File: src/rtl/dwalu_pkg.sv
`timescale 1ns/1ps
package dwalu_pkg;

   typedef enum logic [2:0] {
      OP_ADD    = 3'd0,
      OP_ADC    = 3'd1,
      OP_SUB    = 3'd2,
      OP_SBC    = 3'd3,
      OP_CMP    = 3'd4,
      OP_MUL    = 3'd5,
      OP_SETLVL = 3'd6,
      OP_HOLD   = 3'd7
   } alu_op_e;

   localparam int CC_BITS = 8;
   localparam int CCB_C   = 0;
   localparam int CCB_Z   = 1;
   localparam int CCB_N   = 2;
   localparam int CCB_H   = 3;
   localparam int CCB_V   = 4;
   localparam int CCB_M0  = 5;
   localparam int CCB_M1  = 6;
   localparam int CCB_RSV = 7;

   localparam int DST_A    = 0;
   localparam int DST_X    = 1;
   localparam int DST_Y    = 2;
   localparam int NUM_DST  = 3;

   function automatic logic op_is_addsub(alu_op_e op);
      return op inside {OP_ADD, OP_ADC, OP_SUB, OP_SBC, OP_CMP};
   endfunction

   function automatic logic op_is_sub(alu_op_e op);
      return op inside {OP_SUB, OP_SBC, OP_CMP};
   endfunction

   function automatic logic op_uses_cin(alu_op_e op);
      return op inside {OP_ADC, OP_SBC};
   endfunction

endpackage

File: src/rtl/dwalu_addsub.sv
`timescale 1ns/1ps
// One adder/subtractor lane of width W. Reports the half-carry at bit HB.
// For subtraction, c_o and h_o are borrows and cin_i is a borrow in.
module dwalu_addsub #(
   parameter int W  = 8,
   parameter int HB = 4
) (
   input  logic         clk_i,
   input  logic         rst_ni,
   input  logic [W-1:0] a_i,
   input  logic [W-1:0] b_i,
   input  logic         sub_i,
   input  logic         cin_i,
   output logic [W-1:0] r_o,
   output logic         c_o,
   output logic         h_o,
   output logic         v_o
);

   if (HB < 1 || HB >= W) begin : g_bad_hb
      $error("dwalu_addsub: HB must lie inside the word");
   end

   logic [W-1:0] b_x;
   logic         ci;
   logic [W:0]   full_sum;
   logic [HB:0]  low_sum;

   always_comb begin
      b_x      = sub_i ? ~b_i : b_i;
      ci       = sub_i ^ cin_i;
      full_sum = {1'b0, a_i} + {1'b0, b_x} + {{W{1'b0}}, ci};
      low_sum  = {1'b0, a_i[HB-1:0]} + {1'b0, b_x[HB-1:0]} + {{HB{1'b0}}, ci};
      r_o      = full_sum[W-1:0];
      c_o      = full_sum[W] ^ sub_i;
      h_o      = low_sum[HB] ^ sub_i;
      v_o      = (a_i[W-1] == b_x[W-1]) && (r_o[W-1] != a_i[W-1]);
   end

   // adding operands of opposite sign can never overflow
   a_r5_mixed_sign_add: assert property (@(posedge clk_i) disable iff (!rst_ni)
      (!sub_i && (a_i[W-1] != b_i[W-1])) |-> !v_o);

   // subtracting operands of equal sign can never overflow
   a_r5_same_sign_sub: assert property (@(posedge clk_i) disable iff (!rst_ni)
      (sub_i && (a_i[W-1] == b_i[W-1])) |-> !v_o);

endmodule

File: src/rtl/dwalu_mul.sv
`timescale 1ns/1ps
// Unsigned IW x IW multiplier. STYLE 0 uses the '*' operator;
// STYLE 1 builds an explicit shift-and-add sum of partial products.
module dwalu_mul #(
   parameter int IW    = 8,
   parameter int STYLE = 1
) (
   input  logic            clk_i,
   input  logic            rst_ni,
   input  logic [IW-1:0]   a_i,
   input  logic [IW-1:0]   b_i,
   output logic [2*IW-1:0] p_o
);

   localparam int PW = 2 * IW;

   if (STYLE == 0) begin : g_operator
      assign p_o = PW'(a_i) * PW'(b_i);
   end else begin : g_shift_add
      logic [PW-1:0] acc;
      always_comb begin
         acc = '0;
         for (int i = 0; i < IW; i++) begin
            if (b_i[i]) acc = acc + (PW'(a_i) << i);
         end
      end
      assign p_o = acc;
   end

   // a zero factor gives a zero product
   a_r8_zero_factor: assert property (@(posedge clk_i) disable iff (!rst_ni)
      ((a_i == '0) || (b_i == '0)) |-> (p_o == '0));

   // multiplying by one returns the other factor unchanged
   a_r8_unit_factor: assert property (@(posedge clk_i) disable iff (!rst_ni)
      (b_i == IW'(1)) |-> (p_o == PW'(a_i)));

endmodule

File: src/rtl/dwalu_ccreg.sv
`timescale 1ns/1ps
// Condition-flag byte register with asynchronous reset.
module dwalu_ccreg
   import dwalu_pkg::*;
#(
   parameter int           W       = CC_BITS,
   parameter logic [W-1:0] RST_VAL = '0
) (
   input  logic         clk_i,
   input  logic         rst_ni,
   input  logic [W-1:0] d_i,
   output logic [W-1:0] q_o
);

   if (W <= CCB_RSV) begin : g_bad_w
      $error("dwalu_ccreg: flag byte too narrow for the layout");
   end

   always_ff @(posedge clk_i or negedge rst_ni) begin
      if (!rst_ni) q_o <= RST_VAL;
      else         q_o <= d_i;
   end

   // the reserved flag bit stays clear in the stored byte
   a_r12_reserved_clear: assert property (@(posedge clk_i) disable iff (!rst_ni)
      !q_o[CCB_RSV]);

endmodule

File: src/rtl/dwalu_core.sv
`timescale 1ns/1ps
// Dual-width arithmetic unit with a registered condition-flag byte.
module dwalu_core
   import dwalu_pkg::*;
#(
   parameter int         NARROW_W  = 8,
   parameter int         WIDE_W    = 16,
   parameter int         MUL_STYLE = 1,
   parameter logic [1:0] RST_LEVEL = 2'b11
) (
   input  logic                clk_i,
   input  logic                rst_ni,
   input  logic [2:0]          op_i,
   input  logic                wide_i,
   input  logic [WIDE_W-1:0]   opa_i,
   input  logic [WIDE_W-1:0]   opb_i,
   input  logic [1:0]          dst_i,
   input  logic                cin_i,
   output logic [WIDE_W-1:0]   res_o,
   output logic [NUM_DST-1:0]  we_o,
   output logic [CC_BITS-1:0]  cc_next_o,
   output logic [CC_BITS-1:0]  cc_q_o
);

   localparam int NLANE = 2;
   localparam int DST_W = 2;
   localparam logic [CC_BITS-1:0] CC_RST =
      {1'b0, RST_LEVEL[1], RST_LEVEL[0], 5'b00000};

   if (WIDE_W != 2 * NARROW_W) begin : g_bad_width
      $error("dwalu_core: WIDE_W must be twice NARROW_W");
   end
   if (NARROW_W < 4 || (NARROW_W % 2) != 0) begin : g_bad_narrow
      $error("dwalu_core: NARROW_W must be even and at least 4");
   end
   if (MUL_STYLE < 0 || MUL_STYLE > 1) begin : g_bad_style
      $error("dwalu_core: MUL_STYLE must be 0 or 1");
   end

   alu_op_e op;
   logic    sub_sel;
   logic    cin_eff;

   assign op      = alu_op_e'(op_i);
   assign sub_sel = op_is_sub(op);
   assign cin_eff = op_uses_cin(op) & cin_i;

   // ---------------- adder lanes, one per operating width ----------------
   logic [WIDE_W-1:0] lane_r [NLANE];
   logic [NLANE-1:0]  lane_c;
   logic [NLANE-1:0]  lane_h;
   logic [NLANE-1:0]  lane_v;

   for (genvar gi = 0; gi < NLANE; gi++) begin : g_lane
      localparam int LW = (gi == 0) ? NARROW_W : WIDE_W;
      localparam int LH = (gi == 0) ? NARROW_W / 2 : NARROW_W;
      logic [LW-1:0] r_w;

      dwalu_addsub #(
         .W  (LW),
         .HB (LH)
      ) u_addsub (
         .clk_i  (clk_i),
         .rst_ni (rst_ni),
         .a_i    (opa_i[LW-1:0]),
         .b_i    (opb_i[LW-1:0]),
         .sub_i  (sub_sel),
         .cin_i  (cin_eff),
         .r_o    (r_w),
         .c_o    (lane_c[gi]),
         .h_o    (lane_h[gi]),
         .v_o    (lane_v[gi])
      );

      assign lane_r[gi] = WIDE_W'(r_w);
   end

   // ---------------- multiplier ----------------
   logic [WIDE_W-1:0] prod;

   dwalu_mul #(
      .IW    (NARROW_W),
      .STYLE (MUL_STYLE)
   ) u_mul (
      .clk_i  (clk_i),
      .rst_ni (rst_ni),
      .a_i    (opa_i[NARROW_W-1:0]),
      .b_i    (opb_i[NARROW_W-1:0]),
      .p_o    (prod)
   );

   // ---------------- result, write enable and next flags ----------------
   logic [WIDE_W-1:0]  res_c;
   logic [NUM_DST-1:0] dst_oh;
   logic [NUM_DST-1:0] we_c;
   logic [CC_BITS-1:0] cc_c;

   always_comb begin
      for (int k = 0; k < NUM_DST; k++) begin
         dst_oh[k] = (dst_i == DST_W'(k));
      end
   end

   always_comb begin
      res_c = '0;
      we_c  = '0;
      cc_c  = cc_q_o;
      if (op_is_addsub(op)) begin
         res_c       = lane_r[wide_i];
         cc_c[CCB_C] = lane_c[wide_i];
         cc_c[CCB_H] = lane_h[wide_i];
         cc_c[CCB_V] = lane_v[wide_i];
         cc_c[CCB_N] = wide_i ? res_c[WIDE_W-1] : res_c[NARROW_W-1];
         cc_c[CCB_Z] = wide_i ? (res_c == '0) : (res_c[NARROW_W-1:0] == '0);
         if (op != OP_CMP) we_c = dst_oh;
      end else if (op == OP_MUL) begin
         res_c       = prod;
         cc_c[CCB_C] = 1'b0;
         cc_c[CCB_H] = 1'b0;
         cc_c[CCB_N] = prod[WIDE_W-1];
         cc_c[CCB_Z] = (prod == '0);
         we_c[DST_Y] = dst_oh[DST_Y];
         we_c[DST_X] = !dst_oh[DST_Y];
      end else if (op == OP_SETLVL) begin
         cc_c[CCB_M1] = opb_i[1];
         cc_c[CCB_M0] = opb_i[0];
      end
      cc_c[CCB_RSV] = 1'b0;
   end

   assign res_o     = res_c;
   assign we_o      = we_c;
   assign cc_next_o = cc_c;

   dwalu_ccreg #(
      .W       (CC_BITS),
      .RST_VAL (CC_RST)
   ) u_ccreg (
      .clk_i  (clk_i),
      .rst_ni (rst_ni),
      .d_i    (cc_c),
      .q_o    (cc_q_o)
   );

   // compare never writes a register
   a_r7_cmp_no_write: assert property (@(posedge clk_i) disable iff (!rst_ni)
      (op == OP_CMP) |-> (we_o == '0));

   // multiply targets an index register only, with H and C cleared
   a_r8_mul_index_only: assert property (@(posedge clk_i) disable iff (!rst_ni)
      (op == OP_MUL) |-> (!we_o[DST_A] && $onehot(we_o[DST_Y:DST_X])));
   a_r8_mul_clears_hc: assert property (@(posedge clk_i) disable iff (!rst_ni)
      (op == OP_MUL) |-> (!cc_next_o[CCB_H] && !cc_next_o[CCB_C]));

   // never more than one destination written
   a_r9_we_onehot: assert property (@(posedge clk_i) disable iff (!rst_ni)
      $onehot0(we_o));

   // arithmetic keeps the interrupt level
   a_r10_level_kept: assert property (@(posedge clk_i) disable iff (!rst_ni)
      (op_is_addsub(op) || op == OP_MUL) |->
         (cc_next_o[CCB_M1:CCB_M0] == cc_q_o[CCB_M1:CCB_M0]));

   // narrow results leave the upper byte clear
   a_r2_narrow_upper_zero: assert property (@(posedge clk_i) disable iff (!rst_ni)
      (op_is_addsub(op) && !wide_i) |-> (res_o[WIDE_W-1:NARROW_W] == '0));

   // hold leaves the registered byte unchanged one cycle later
   a_r11_hold_stable: assert property (@(posedge clk_i) disable iff (!rst_ni)
      (op == OP_HOLD) |=> $stable(cc_q_o));

endmodule

File: config.mk
export PLATFORM = sky130hd
export DESIGN_NAME = dwalu_core
export DESIGN_NICKNAME = d
export VERILOG_FILES = /design/src/rtl/dwalu_pkg.sv /design/src/rtl/dwalu_addsub.sv /design/src/rtl/dwalu_mul.sv /design/src/rtl/dwalu_ccreg.sv /design/src/rtl/dwalu_core.sv
export SDC_FILE = /design/constraint.sdc
export NUM_CORES = 1
export LEC_CHECK = 0
export CORE_ASPECT_RATIO = 1.25
export CORE_MARGIN = 2
export CORE_UTILIZATION = 50
export CTS_CLUSTER_SIZE = 8
export DETAILED_ROUTE_END_ITERATION = 16
export DONT_BUFFER_PORTS = 1
export MAX_ROUTING_LAYER = met4
export PLACE_DENSITY = 0.68
export SYNTH_ARGS = -nofsm -noshare
export SYNTH_HDL_FRONTEND = slang
export SYNTH_SLANG_ARGS = --single-unit
File: constraint.sdc
create_clock -name clk_i -period 18.6 [get_ports clk_i]
set_clock_uncertainty 0.15 [all_clocks]
set_input_delay 4.65 -clock clk_i [delete_from_list [all_inputs] [get_ports clk_i]]
set_output_delay 4.65 -clock clk_i [all_outputs]
set_load 0.005 [all_outputs]
==> results.py <==
metrics = {
    "layout": {
        "top_regs": "u_ccreg.q_o x7",
        "largest_register_ffs": 7,
        "antenna_cells": 0,
        "layout-drive-gt1-share_pct": 16.4,
        "fin_util_pct": 57.5,
        "finalNonFillerCells": 842,
        "top_register": "u_ccreg.q_o",
        "n_fill_cell": 953,
        "mostFrequentLayoutCells": "nor2_1, ha_1, nand2_1",
        "final_common_cell": "nor2_1",
        "nNetsFinal": 839,
        "post-route-cell-area_um2": 5730,
        "syn_to_final_growth_pct": 13.3,
    },
    "routing": {
        "vias_per_cell": 6.46,
        "drtAntennaViolNets": 0,
        "wl_um": 15600,
        "wl_per_cell_um": 18.5,
        "drt_iter0_drc": 223,
        "drt-pass1-iter-count": 5,
        "route.vias.total": 5443,
        "drc_errors": 0,
    },
    "setup_path": {
        "ff2ff_path_depth": 4,
        "timing.rr.start": "u_ccreg.q_o[1]$_DFF_PN0_",
        "path_buf_inv": 8,
        "startpoint_type": "primary input",
        "crit_type": "primary input to output pin",
        "cp_slowest_cell": "or3b_2",
        "r2r-end": "u_ccreg.q_o[1]$_DFF_PN0_",
        "regToRegSetupSlack_ns": 17.40,
        "startpoint": "opb_i[0]",
        "crit_end": "cc_next_o[1]",
        "slowest_delay_ns": 0.45,
        "crit_top_cell": "inv_1",
        "cp-end-kind": "output pin",
        "crit_cells": 48,
        "critPathRequiredTime_ns": 13.80,
        "cp.arrival_ns": 13.49,
        "cp_top_family": "adder cells",
        "cp_max_fo": 14,
    },
    "sta": {
        "layout_setup_ws_ns": 0.314,
        "holdWs_ns": 0.417,
        "setup_violations": 0,
        "finalCritPeriodShare_pct": 98.3,
        "fmax_ghz": 0.0547,
        "hold_violations": 0,
        "max_slew_margin_pct": 26.0,
        "period_needed_ns": 18.29,
        "finalMaxSlewViolations": 0,
        "final.setup.tns_ns": 0,
        "tightestPinTransition_ns": 1.08,
    },
    "yosys": {
        "synthMuxAreaShare_pct": 3.76,
        "synth.area.top_cells": "ha_1, xnor2_1, a21oi_1",
        "synth_top_area_share_pct": 18.6,
        "ys_types": 78,
        "synth_edf_count": 0,
        "synthAdderAreaFrac_pct": 22.1,
        "yosys_warnings": 0,
        "syn_area_per_cell_um2": 7.17,
        "synth_cells": 705,
        "synth_area_um2": 5050,
        "ys_ff_latch": 7,
        "synth_top_family_by_area": "compound AO/OA/AOI/OAI gates",
        "ys_seq_area_share_pct": 3.52,
        "synth_area_leader_cell": "ha_1",
        "yosys.area_share.simple_pct": 21.9,
        "synth_async_sr_flop_share_pct": 100,
        "synth_xor_area_share_pct": 8.84,
        "ys.flop_type": "dfrtp_1",
        "synth-compound-area-share_pct": 34.6,
    },
    "grt": {
        "grt.total_usage_pct": 28.0,
        "first_global_vias": 5158,
        "antenna_found_initial": 0,
        "grt_max_degree": 28,
        "grt-ovfl-total": 0,
        "grt_pass1_wl_um": 24400,
    },
    "die": {
        "core-area_um2": 9950,
        "die_area_um2": 10900,
        "die_y_um": 116,
        "boundaryPins": 76,
        "die_w_um": 93.9,
        "start_util_pct": 50.8,
        "rows": 41,
    },
    "place": {
        "dp_cells": 820,
        "portBuffers": 0,
        "gp_congestion": 0.916,
        "place_area_um2": 5190,
        "place_ws_ns": -0.201,
        "hpwl_um": 12300,
    },
    "cts": {
        "clkSlewWorstSetupHoldPaths_ns": 0.04,
        "cts_buffer_depth": 2,
        "cts_max_level": 1,
        "clkLatencyLatePin_ns": 0.23,
        "numClockSinks": 7,
        "cts_hold_buffers": 0,
        "numCtsBuffers": 3,
        "cts_tree": "done",
        "clockRootBuffer": "clkbuf_16",
    },
    "run_status": {
        "status": "complete, no violations",
    },
    "pwr": {
        "power.density_nw_per_um2": 94.0,
        "p_leak_nw": 2.41,
        "total_power_mw": 0.538,
        "worst_ir_drop_vdd_v": 0.0000357,
    },
    "min_path": {
        "min_path_type": "flip-flop to flip-flop",
    },
    "flow_run": {
        "maxCapViolations": 0,
    },
}
## how the worst min path moves through the flow
stage          slack [ns]                startpoint  cells after the start                       end
2_1_floorplan        0.38  u_ccreg.q_o[6]$_DFF_PN1_                      2  u_ccreg.q_o[6]$_DFF_PN1_
3_3_place_gp         0.42  u_ccreg.q_o[6]$_DFF_PN1_                      2  u_ccreg.q_o[6]$_DFF_PN1_
3_5_place_dp         0.43  u_ccreg.q_o[6]$_DFF_PN1_                      2  u_ccreg.q_o[6]$_DFF_PN1_
4_1_cts              0.42  u_ccreg.q_o[6]$_DFF_PN1_                      2  u_ccreg.q_o[6]$_DFF_PN1_
5_1_grt              0.45  u_ccreg.q_o[6]$_DFF_PN1_                      2  u_ccreg.q_o[6]$_DFF_PN1_
6_report             0.42  u_ccreg.q_o[6]$_DFF_PN1_                      2  u_ccreg.q_o[6]$_DFF_PN1_
## cell type report
| cell class | count | area [um2] | share of cell area, % |
|---|---|---|---|
| repair buffers | 26 | 195 | 3.41 |
| flip-flops and latches | 7 | 178 | 3.10 |
| well taps | 129 | 161 | 2.82 |
| inverters | 44 | 166 | 2.91 |
| multi-input cells | 632 | 4950 | 86.4 |
| clock buffers | 4 | 78.8 | 1.38 |
## tightest hold or removal path: stages (launching register included)
cell     delay, ns
dfstp_2       0.37
nand2_1       0.05
o21ai_0       0.12
## synthesized netlist by cell type (4+ instances only)
cell type,n
o21bai_1,9
fa_1,9
nand2b_1,16
nand3_1,14
o211ai_1,11
nand4_1,6
ha_1,75
a211o_1,5
and2_1,7
o21ai_0,43
clkbuf_1,19
o31ai_1,4
o2111ai_1,5
inv_1,39
a31o_2,5
nor4_1,9
a21o_1,18
mux2i_1,10
nor2b_1,8
xnor2_1,32
o22ai_1,11
clkinv_1,4
or3_1,11
a21oi_1,52
o21a_1,14
and3_1,5
nor3_1,20
a211oi_1,13
dfrtp_1,5
a31oi_1,12
xor2_1,19
or2_2,4
nor2_1,61
nand2_1,56
mux2_2,8
## power breakdown
group	internal (mW)	leakage [nW]	switching (mW)
combinational	0.219	2.29	0.262
sequential	0.0185	0.0825	0.00199
clock	0.0286	0.0382	0.00862
total	0.266	2.41	0.273
## what timing repair did
action                                  4_1_cts  5_1_grt
gates resized for setup                      10       62
endpoints found under the setup margin        1        5
pin swaps                                     8       40
setup buffers                                 1       17
## layer usage
layer / up-vias / routed length [um] / share of wire, % / global-route usage (%)
met5: - / 0 / 0 / -
met4: 0 / 403 / 2.6 / 8.21
met3: 34 / 696 / 4.5 / 1.81
met2: 154 / 8030 / 51 / 51.9
met1: 2584 / 6480 / 42 / 32.2
li1: 2671 / - / - / -
## cells by family (layout without fill, tap and decap cells)
logic type,after synthesis,count (layout)
other,1,2
AND/OR/NAND/NOR,227,227
buffers and inverters,67,74
multiplexers,18,18
AO/OA/AOI/OAI,250,250
XOR/XNOR,51,51
flip-flops,7,7
adder cells (fa/ha/maj),84,84
(Power assumes the default switching activity.)
